$ cat src/rtl/fdsep_pkg.sv
package fdsep_pkg;

  typedef enum logic {WIN_CLOCK = 1'b0, WIN_DATA = 1'b1} win_e;

  // Window length in ticks: base for MFM 8-inch, doubled for FM, doubled for 5.25-inch.
  function automatic int win_len(int base, logic mfm, logic eight);
    int w;
    w = base;
    if (!mfm)   w = w * 2;
    if (!eight) w = w * 2;
    return w;
  endfunction

  // Half period of the controller clock in ticks.
  function automatic int ctl_half(int half8, logic eight);
    return eight ? half8 : 2 * half8;
  endfunction

  // Write pulse delay in ticks; nominal is 2**amt_w so that the earliest shift stays positive.
  function automatic int wr_delay(int amt_w, logic active, logic early, logic late, int amt);
    int nom;
    nom = 1 << amt_w;
    if (active && early && !late) return nom - amt;
    if (active && late && !early) return nom + amt;
    return nom;
  endfunction

endpackage

$ cat src/rtl/fdsep_window.sv
module fdsep_window #(
  parameter int WL_W  = 7,
  parameter int GUARD = 2
) (
  input  logic            clk,
  input  logic            rst_n,
  input  logic            rd_evt,
  input  logic [WL_W-1:0] wlen,
  output logic            rd_data,
  output logic            rd_valid,
  output logic            rd_win,
  output logic            sync_err,
  output logic            nudge_adv,
  output logic            nudge_ret,
  output logic            cell_end
);
  import fdsep_pkg::*;

  localparam logic [WL_W-1:0] G = WL_W'(GUARD);

  logic [WL_W-1:0] phase;
  win_e            win;
  logic            nudged;
  logic            dbit;

  logic [WL_W-1:0] center;
  logic            last;
  logic            in_ap;
  logic            good_evt;
  logic            bad_evt;

  assign center   = wlen >> 1;
  assign last     = (phase >= wlen - 1'b1);
  assign in_ap    = (phase >= G) && (phase < wlen - G);
  assign good_evt = rd_evt && in_ap;
  assign bad_evt  = rd_evt && !in_ap;

  assign nudge_adv = good_evt && !nudged && (phase < center);
  assign nudge_ret = good_evt && !nudged && (phase > center);
  assign cell_end  = last && (win == WIN_DATA);

  always_ff @(posedge clk or negedge rst_n) begin
    if (!rst_n) begin
      phase    <= '0;
      win      <= WIN_CLOCK;
      nudged   <= 1'b0;
      dbit     <= 1'b0;
      rd_data  <= 1'b0;
      rd_valid <= 1'b0;
      sync_err <= 1'b0;
    end else begin
      if (nudge_ret)      phase <= phase;
      else if (last)      phase <= '0;
      else if (nudge_adv) phase <= phase + WL_W'(2);
      else                phase <= phase + WL_W'(1);

      if (last) win <= (win == WIN_DATA) ? WIN_CLOCK : WIN_DATA;

      if (cell_end)                    nudged <= 1'b0;
      else if (nudge_adv || nudge_ret) nudged <= 1'b1;

      if (cell_end)                          dbit <= 1'b0;
      else if (good_evt && win == WIN_DATA)  dbit <= 1'b1;

      rd_valid <= cell_end;
      if (cell_end) rd_data <= dbit;
      sync_err <= bad_evt;
    end
  end

  assign rd_win = (win == WIN_DATA);

endmodule

$ cat src/rtl/fdsep_ctlclk.sv
module fdsep_ctlclk #(
  parameter int HALF8 = 4
) (
  input  logic clk,
  input  logic rst_n,
  input  logic sel_8in,
  output logic fdc_clk
);
  localparam int CW = $clog2(2 * HALF8);

  logic [CW-1:0] cnt;
  logic [CW-1:0] lim;

  assign lim = CW'(fdsep_pkg::ctl_half(HALF8, sel_8in) - 1);

  always_ff @(posedge clk or negedge rst_n) begin
    if (!rst_n) begin
      cnt     <= '0;
      fdc_clk <= 1'b0;
    end else if (cnt >= lim) begin
      cnt     <= '0;
      fdc_clk <= ~fdc_clk;
    end else begin
      cnt <= cnt + 1'b1;
    end
  end

endmodule

$ cat src/rtl/fdsep_precomp.sv
module fdsep_precomp #(
  parameter int AMT_W = 3
) (
  input  logic             clk,
  input  logic             rst_n,
  input  logic             wr_evt,
  input  logic             wr_gate,
  input  logic             pc_en,
  input  logic             pc_early,
  input  logic             pc_late,
  input  logic [AMT_W-1:0] pc_amt,
  output logic             wr_out
);
  localparam int CW = AMT_W + 1;

  logic [CW-1:0] cnt;
  logic [CW-1:0] dly;
  logic          busy;

  assign dly = CW'(fdsep_pkg::wr_delay(AMT_W, wr_gate && pc_en, pc_early, pc_late, int'(pc_amt)));

  always_ff @(posedge clk or negedge rst_n) begin
    if (!rst_n) begin
      cnt    <= '0;
      busy   <= 1'b0;
      wr_out <= 1'b0;
    end else begin
      wr_out <= 1'b0;
      if (!wr_gate) begin
        busy <= 1'b0;
      end else if (wr_evt) begin
        busy <= 1'b1;
        cnt  <= dly;
      end else if (busy) begin
        if (cnt == CW'(1)) begin
          wr_out <= 1'b1;
          busy   <= 1'b0;
        end else begin
          cnt <= cnt - 1'b1;
        end
      end
    end
  end

endmodule

$ cat src/rtl/fdsep_top.sv
module fdsep_top #(
  parameter int BASE_WIN = 16,
  parameter int GUARD    = 2,
  parameter int CTL_HALF = 4,
  parameter int AMT_W    = 3
) (
  input  logic             clk,
  input  logic             rst_n,
  input  logic             rd_pulse,
  input  logic             sel_mfm,
  input  logic             sel_8in,
  input  logic             wr_gate,
  input  logic             wr_pulse,
  input  logic             pc_en,
  input  logic             pc_early,
  input  logic             pc_late,
  input  logic [AMT_W-1:0] pc_amt,
  output logic             rd_data,
  output logic             rd_valid,
  output logic             rd_win,
  output logic             sync_err,
  output logic             fdc_clk,
  output logic             wr_out
);
  localparam int WL_W = $clog2(BASE_WIN * 4) + 1;

  logic            rd_q;
  logic            wr_q;
  logic            rd_evt;
  logic            wr_evt;
  logic [WL_W-1:0] wlen;
  logic            nudge_adv;
  logic            nudge_ret;
  logic            cell_end;

  always_ff @(posedge clk or negedge rst_n) begin
    if (!rst_n) begin
      rd_q <= 1'b0;
      wr_q <= 1'b0;
    end else begin
      rd_q <= rd_pulse;
      wr_q <= wr_pulse;
    end
  end

  assign rd_evt = rd_pulse && !rd_q;
  assign wr_evt = wr_pulse && !wr_q;
  assign wlen   = WL_W'(fdsep_pkg::win_len(BASE_WIN, sel_mfm, sel_8in));

  fdsep_window #(.WL_W(WL_W), .GUARD(GUARD)) win_i (
    .clk(clk), .rst_n(rst_n), .rd_evt(rd_evt), .wlen(wlen),
    .rd_data(rd_data), .rd_valid(rd_valid), .rd_win(rd_win), .sync_err(sync_err),
    .nudge_adv(nudge_adv), .nudge_ret(nudge_ret), .cell_end(cell_end)
  );

  fdsep_ctlclk #(.HALF8(CTL_HALF)) ctl_i (
    .clk(clk), .rst_n(rst_n), .sel_8in(sel_8in), .fdc_clk(fdc_clk)
  );

  fdsep_precomp #(.AMT_W(AMT_W)) pc_i (
    .clk(clk), .rst_n(rst_n), .wr_evt(wr_evt), .wr_gate(wr_gate),
    .pc_en(pc_en), .pc_early(pc_early), .pc_late(pc_late), .pc_amt(pc_amt),
    .wr_out(wr_out)
  );

endmodule

$ cat config.mk
export PLATFORM = sky130hd
export DESIGN_NAME = fdsep_top
export DESIGN_NICKNAME = d
export VERILOG_FILES = /design/src/rtl/fdsep_pkg.sv /design/src/rtl/fdsep_window.sv /design/src/rtl/fdsep_ctlclk.sv /design/src/rtl/fdsep_precomp.sv /design/src/rtl/fdsep_top.sv
export SDC_FILE = /design/constraint.sdc
export NUM_CORES = 1
export LEC_CHECK = 0
export BUFFER_PORTS_ARGS = -buffer_cell sky130_fd_sc_hd__clkbuf_2
export CORE_ASPECT_RATIO = 0.5
export CORE_MARGIN = 3
export CORE_UTILIZATION = 57
export DETAILED_ROUTE_END_ITERATION = 12
export PLACE_DENSITY = 0.89
export SYNTH_ARGS = -nofsm -noshare
export SYNTH_HDL_FRONTEND = slang
export SYNTH_SLANG_ARGS = --single-unit
$ cat constraint.sdc
create_clock -name clk -period 3.2 [get_ports clk]
set_input_delay 0.48 -clock clk [delete_from_list [all_inputs] [get_ports clk]]
set_output_delay 0.48 -clock clk [all_outputs]
set_load 0.1 [all_outputs]
# ---- After elaboration in Yosys (flattened, before gate mapping)
# Cells that the tools add are included.
dict set report op_classes {
  bitwise_logic 1
  add_sub_neg 9
  mux 29
  reduce_logical 26
  magnitude_cmp 6
  eq_ne 2
}
# op count
set op_table {}
lappend op_table {{$mux W4} 7}
lappend op_table {{$mux W7} 3}
lappend op_table {{$mux W1} 16}
lappend op_table {{$logic_and A1 B1 Y1} 15}
lappend op_table {{$add A7 B1 Y7 const B} 1}
lappend op_table {{$add A7 B2 Y7 const B} 1}
lappend op_table {{$ge A7 B2 Y1 const B} 1}
lappend op_table {{$ge A7 B7 Y1} 1}
lappend op_table {{$gt A7 B6 Y1} 1}
lappend op_table {{$lt A7 B6 Y1} 1}
lappend op_table {{$lt A7 B7 Y1} 1}
lappend op_table {{$sub A7 B1 Y7 const B} 1}
lappend op_table {{$sub A7 B2 Y7 const B} 1}
lappend op_table {{$logic_not A1 Y1} 6}
lappend op_table {{$mux W3} 2}
lappend op_table {{$mux W6} 1}
lappend op_table {{$reduce_bool A2 Y1} 3}
lappend op_table {{$add A4 B3 Y4 const A} 1}
lappend op_table {{$eq A4 B1 Y1 const B} 1}
lappend op_table {{$sub A4 B1 Y4 const B} 1}
lappend op_table {{$sub A4 B3 Y4 const A} 1}
lappend op_table {{$add A3 B1 Y3 const B} 1}
lappend op_table {{$ge A3 B3 Y1} 1}
lappend op_table {{$reduce_and A3 Y1} 1}
lappend op_table {{4 further kinds} 4}
dict set report totals {
  output_inout_bits 6
  in_bits 13
  word_cells 87
  reg_bits 25
}

# ---- Depth between registers and ports, before layout
dict set report logic_depth {
  ltp_word 11
  mapped_depth 10
  ltp_nobuf 10
}

# ---- Modules after synthesis
# Synthesis repeated with hierarchy kept, for this count alone.
dict set report hier_totals {
  cells_unflattened 213
  hier_area_um2 2104.5
}
# module area_each_um2 seq_area_each_um2 cells_each n_inst
set modules_own_cells {}
lappend modules_own_cells {fdsep_window 1363.8 325.3 145 1}
lappend modules_own_cells {fdsep_precomp 435.4 150.1 43 1}
lappend modules_own_cells {fdsep_ctlclk 191.4 100.1 16 1}
lappend modules_own_cells {fdsep_top 113.9 50.0 9 1}

# ---- Least setup slack after synthesis
# Ideal clock, no wire load.
dict set report synth_timing {
  path_type {input-to-reg}
  start {in sel_mfm}
  end {reg win_i.phase[5]}
  required_ns 3.132
  setup_ns 0.068
  setup_slack_ns 0.617
  arrival_time_ns 2.514
  path_buffers 0
  cell_stages 10
  cell_sequence {inv_1 ha_1 inv_1 ha_1 and3b_1 a2111oi_4 a21oi_2 a21oi_1 or4b_1 nand3_1}
}
dict set report synth_via {
  elab_chain_cells 10
  elab_cells_between_ends 15
  cone_classes {add/sub (2); order compare (4); mux (4); reduce/logical (5)}
}
# element line_no
set synth_lines {}
lappend synth_lines {{from (decl)} fdsep_top.sv:10} ;# input logic sel_mfm,
lappend synth_lines {{$mux W6 (*)} fdsep_pkg.sv:9} ;# if (!mfm) w = w * 2;
lappend synth_lines {{$mux W7 (*)} fdsep_pkg.sv:10} ;# if (!eight) w = w * 2;
lappend synth_lines {{$sub A7 B2 Y7} fdsep_window.sv:34} ;# assign in_ap = (phase >= G) && (phase < wlen - G);
lappend synth_lines {{$lt A7 B7 Y1} fdsep_window.sv:34}
lappend synth_lines {{$logic_and A1 B1 Y1} fdsep_window.sv:34}
lappend synth_lines {{$logic_and A1 B1 Y1} fdsep_window.sv:35} ;# assign good_evt = rd_evt && in_ap;
lappend synth_lines {{$logic_and A1 B1 Y1} {fdsep_window.sv:38, fdsep_window.sv:39}}
lappend synth_lines {{$logic_and A1 B1 Y1} fdsep_window.sv:38} ;# assign nudge_adv = good_evt && !nudged && (phase < center);
lappend synth_lines {{$mux W7} fdsep_window.sv:54} ;# else if (nudge_adv) phase <= phase + WL_W'(2);
lappend synth_lines {{$mux W7} fdsep_window.sv:53} ;# else if (last) phase <= '0;
lappend synth_lines {{to (signal assigned)} fdsep_window.sv:52} ;# if (nudge_ret) phase <= phase;
lappend synth_lines {{to (signal assigned)} fdsep_window.sv:54}
lappend synth_lines {{to (signal assigned)} fdsep_window.sv:55} ;# else phase <= phase + WL_W'(1);
lappend synth_lines {{to (decl)} fdsep_window.sv:21} ;# logic [WL_W-1:0] phase;
# Every way passes the cells marked *; elsewhere a longest branch is shown, timed or not.
# A chain may end at the register's enable or synchronous reset.

# ---- Worst setup path after layout
dict set report layout_timing {
  start {in sel_8in}
  end {reg win_i.phase[5]}
}
dict set report layout_via {
  elab_chain_cells 9
  elab_cells_between_ends 14
  cone_classes {add/sub (2); order compare (4); mux (3); reduce/logical (5)}
}
# element line_no
set layout_lines {}
lappend layout_lines {{from (decl)} fdsep_top.sv:11} ;# input logic sel_8in,
lappend layout_lines {{$mux W7 (*)} fdsep_pkg.sv:10}
lappend layout_lines {{$sub A7 B2 Y7} fdsep_window.sv:34}
lappend layout_lines {{$lt A7 B7 Y1} fdsep_window.sv:34}
lappend layout_lines {{$logic_and A1 B1 Y1} fdsep_window.sv:34}
lappend layout_lines {{$logic_and A1 B1 Y1} fdsep_window.sv:35}
lappend layout_lines {{$logic_and A1 B1 Y1} {fdsep_window.sv:38, fdsep_window.sv:39}}
lappend layout_lines {{$logic_and A1 B1 Y1} fdsep_window.sv:38}
lappend layout_lines {{$mux W7} fdsep_window.sv:54}
lappend layout_lines {{$mux W7} fdsep_window.sv:53}
# Marked as above.

==> flow_summary.ini <==
[pwr]
total_leakage_power_nw = 0.835
fin_total_pwr_mw = 1.63
power_density_nw_per_um2 = 931
vdd_drop_max_mv = 0.527

[place]
routabilityCongestion = 0.945
dp_hpwl_microns = 2580
place_area_sq_um = 1700
io_buffers = 18

[drt]
wl_per_cell_microns = 15.3
drt_iter0_drc = 216
m1WireLength_microns = 1420
route.detailed.drc = 0
wl_met3_microns = 187
routed.top_layer = met4
ant_nets = 0
viasPerCell = 5.86
vias = 1266
wl_microns = 3300
drt_pass1_iterations = 4
wl_met2_microns = 1670

[grt]
track_usage_pct = 21.4
grt_overflow = 0
grt_pass1_wl_microns = 5650
grt_max_degree = 26
antenna_found_initial = 0
grt_pass1_vias = 1237

[timing]
setup_viol_count_final = 0
setup-tns-final_ns = 0
worst_pin_slew_ns = 0.610
max_freq_mhz = 368
rsz0062_at_grt = false
slew_headroom_pct = 59.4
min_period_ns = 2.72
clock_skew_ns = 0.000848
period_share_pct = 85.0
slew_violations = 0
hold_violations = 0

[layout]
multi_input_area_sq_um = 857
fillers = 175
drive_gt1_share_pct = 22.1
area_growth_pct = 12.5
insertedDiodeCount = 0
finish.utilization_pct = 72.8
nets = 211
final_area_sq_um = 1750
register_area_sq_um = 626

[clocking]
root_buffer = clkbuf_8
cts_made_buffers = 3
cts_tree = yes
cts-htree-levels = 1
cts_resized = 0
clock_sinks = 25
cts_setup_buffers = 0
clk_latency_ns = 0.27
cts.clk_slew.worst_paths_ns = 0.09
cts_hold_buf = 0
cts_buffer_depth = 2

[die]
dieArea_sq_um = 3430
die_x_microns = 79.8
die_h_microns = 42.9
rows = 12
io_pins = 19
core_area_sq_um = 2400
start_util_pct = 64.7

[critical_path]
worst_ep_required_time_ns = 3.41
start_kind = input port
critPathArrivalTime_ns = 2.93
r2r_slack_ns = 0.51
crit_type = input port to register
endpoint_kind = register
path_max_fanout = 8

[logic_synthesis]
synth_top_cell_by_area = dfrtp_1
ys_types = 43
synth_ff_type = dfrtp_1
synth_top_area_share_pct = 40.3
yosys_warnings = 0
syn_inst = 158
syn-num-nets = 187
synth_area_per_cell_sq_um = 9.84
synth-edff-count = 0
ys_seq_area_share_pct = 40.3
synthArstFlopShare_pct = 100
synth_area_leaders = dfrtp_1 (40%), ha_1 (13%), inv_1 (4.3%), nor2_1 (3.1%), a21oi_1 (2.6%)
syn_area_sq_um = 1550
ys_ff_latch = 25

[worst_hold_path]
hp-class = input port to async pin

[run_status]
outcome = finished, final reports clean

[job]
drv_cap = 0
cell usage after synthesis, types with 2 or more instances:
| library cell | count |
|---|---|
| a22oi_1 | 3 |
| nor2_1 | 13 |
| a21oi_1 | 8 |
| and2_2 | 2 |
| nor3_1 | 7 |
| nand2_1 | 10 |
| o31ai_1 | 2 |
| o21ai_0 | 5 |
| inv_1 | 18 |
| a21oi_2 | 2 |
| ha_1 | 16 |
| o211ai_1 | 4 |
| o22ai_1 | 2 |
| and4b_1 | 2 |
| nand3_1 | 5 |
| mux2_2 | 2 |
| nor2b_1 | 3 |
| and3_2 | 2 |
| dfrtp_1 | 25 |
| o221ai_1 | 2 |
| nand2b_1 | 3 |
registers in the layout (all words and copies together), names as in the netlist:
| register | cells |
|---|---|
| ctl_i.cnt | 3 |
| ctl_i.fdc_clk | 1 |
| pc_i.busy | 1 |
| pc_i.cnt | 4 |
| pc_i.wr_out | 1 |
| rd_q | 1 |
| win_i.dbit | 1 |
| win_i.nudged | 1 |
| win_i.phase | 7 |
| win_i.rd_data | 1 |
| win_i.rd_valid | 1 |
| win_i.rd_win | 1 |
| win_i.sync_err | 1 |
| wr_q | 1 |
area by class of cell:
| cell class | instances | share of cell area (%) |
|---|---|---|
| clock buffer | 3 | 2.36 |
| tap | 35 | 2.51 |
| inverter | 18 | 3.87 |
| multi-input combinational | 114 | 49.0 |
| clock inverter | 1 | 0.429 |
| timing repair buffer | 20 | 6.01 |
| sequential | 25 | 35.8 |
layer usage:
metal	up-vias	track usage, %
met5	-	0
met4	0	3.03
met3	2	5.93
met2	46	38.1
met1	594	26.5
li1	624	-
worst max-delay path, stage by stage:
cell and delay [ns]:
clkbuf_2 0.12, inv_1 0.06, ha_1 0.13, inv_1 0.05, ha_1 0.36, and3b_1 0.25
a2111oi_4 0.57, a21oi_2 0.09, a21oi_1 0.28, or4b_1 0.46, nand3_1 0.08
kinds of logic (layout without fill, tap and decap cells):
group | Yosys count | count (layout) | share of synthesized area (%)
muxes | 2 | 2 | 1.45
DFF | 25 | 25 | 40.3
AOI/OAI and AO/OA | 40 | 40 | 19.8
xor gates and xnor gates | 1 | 1 | 0.564
and+or+nand+nor | 55 | 55 | 20.5
adders and majority gates | 16 | 16 | 12.9
buffers and inverters | 19 | 42 | 4.59
power by group:
part           switching [mW]  internal [mW]  total [mW]
Combinational           0.575          0.306       0.881
Clock                   0.103         0.0883       0.192
Sequential              0.120          0.435       0.555
cell usage in the layout (no fill, tap or decap), types with 2 or more instances in the layout:
cell      Yosys  layout
a21oi_1       8       8
and2_2        2       2
and3_2        2       2
o22ai_1       2       2
nor2_1       13      13
ha_1         16      16
o221ai_1      2       2
o21ai_0       5       5
nor2b_1       3       3
mux2_2        2       2
o31ai_1       2       2
inv_1        18      18
a22oi_1       3       3
clkbuf_2      0      18
a21oi_2       2       2
and4b_1       2       2
clkbuf_8      0       3
nand2b_1      3       3
nand3_1       5       5
nor3_1        7       7
dfrtp_1      25      25
buf_4         0       2
nand2_1      10      10
o211ai_1      4       4
worst paths after layout:
path                                 from              to  cells after the start
setup / recovery                  sel_8in  win_i.phase[5]                     11
hold / removal                      rst_n    ctl_i.cnt[0]                      1
setup reg to reg           win_i.phase[5]  win_i.phase[5]                      7
hold reg to reg              ctl_i.cnt[0]    ctl_i.cnt[0]                      1
max in group asynchronous           rst_n  win_i.phase[0]                      1
min in group clk                 wr_pulse            wr_q                      1
metrics by stage:
step	cells	setup WS, ns	hold WS, ns
floorplan	158	0.617	0.184
global placement	212	0.321	0.429
detailed placement	212	0.220	0.437
CTS	216	0.494	0.214
global route	216	0.307	0.240
finish	216	0.481	0.203
No activity file was read; power rests on OpenSTA's default activity.
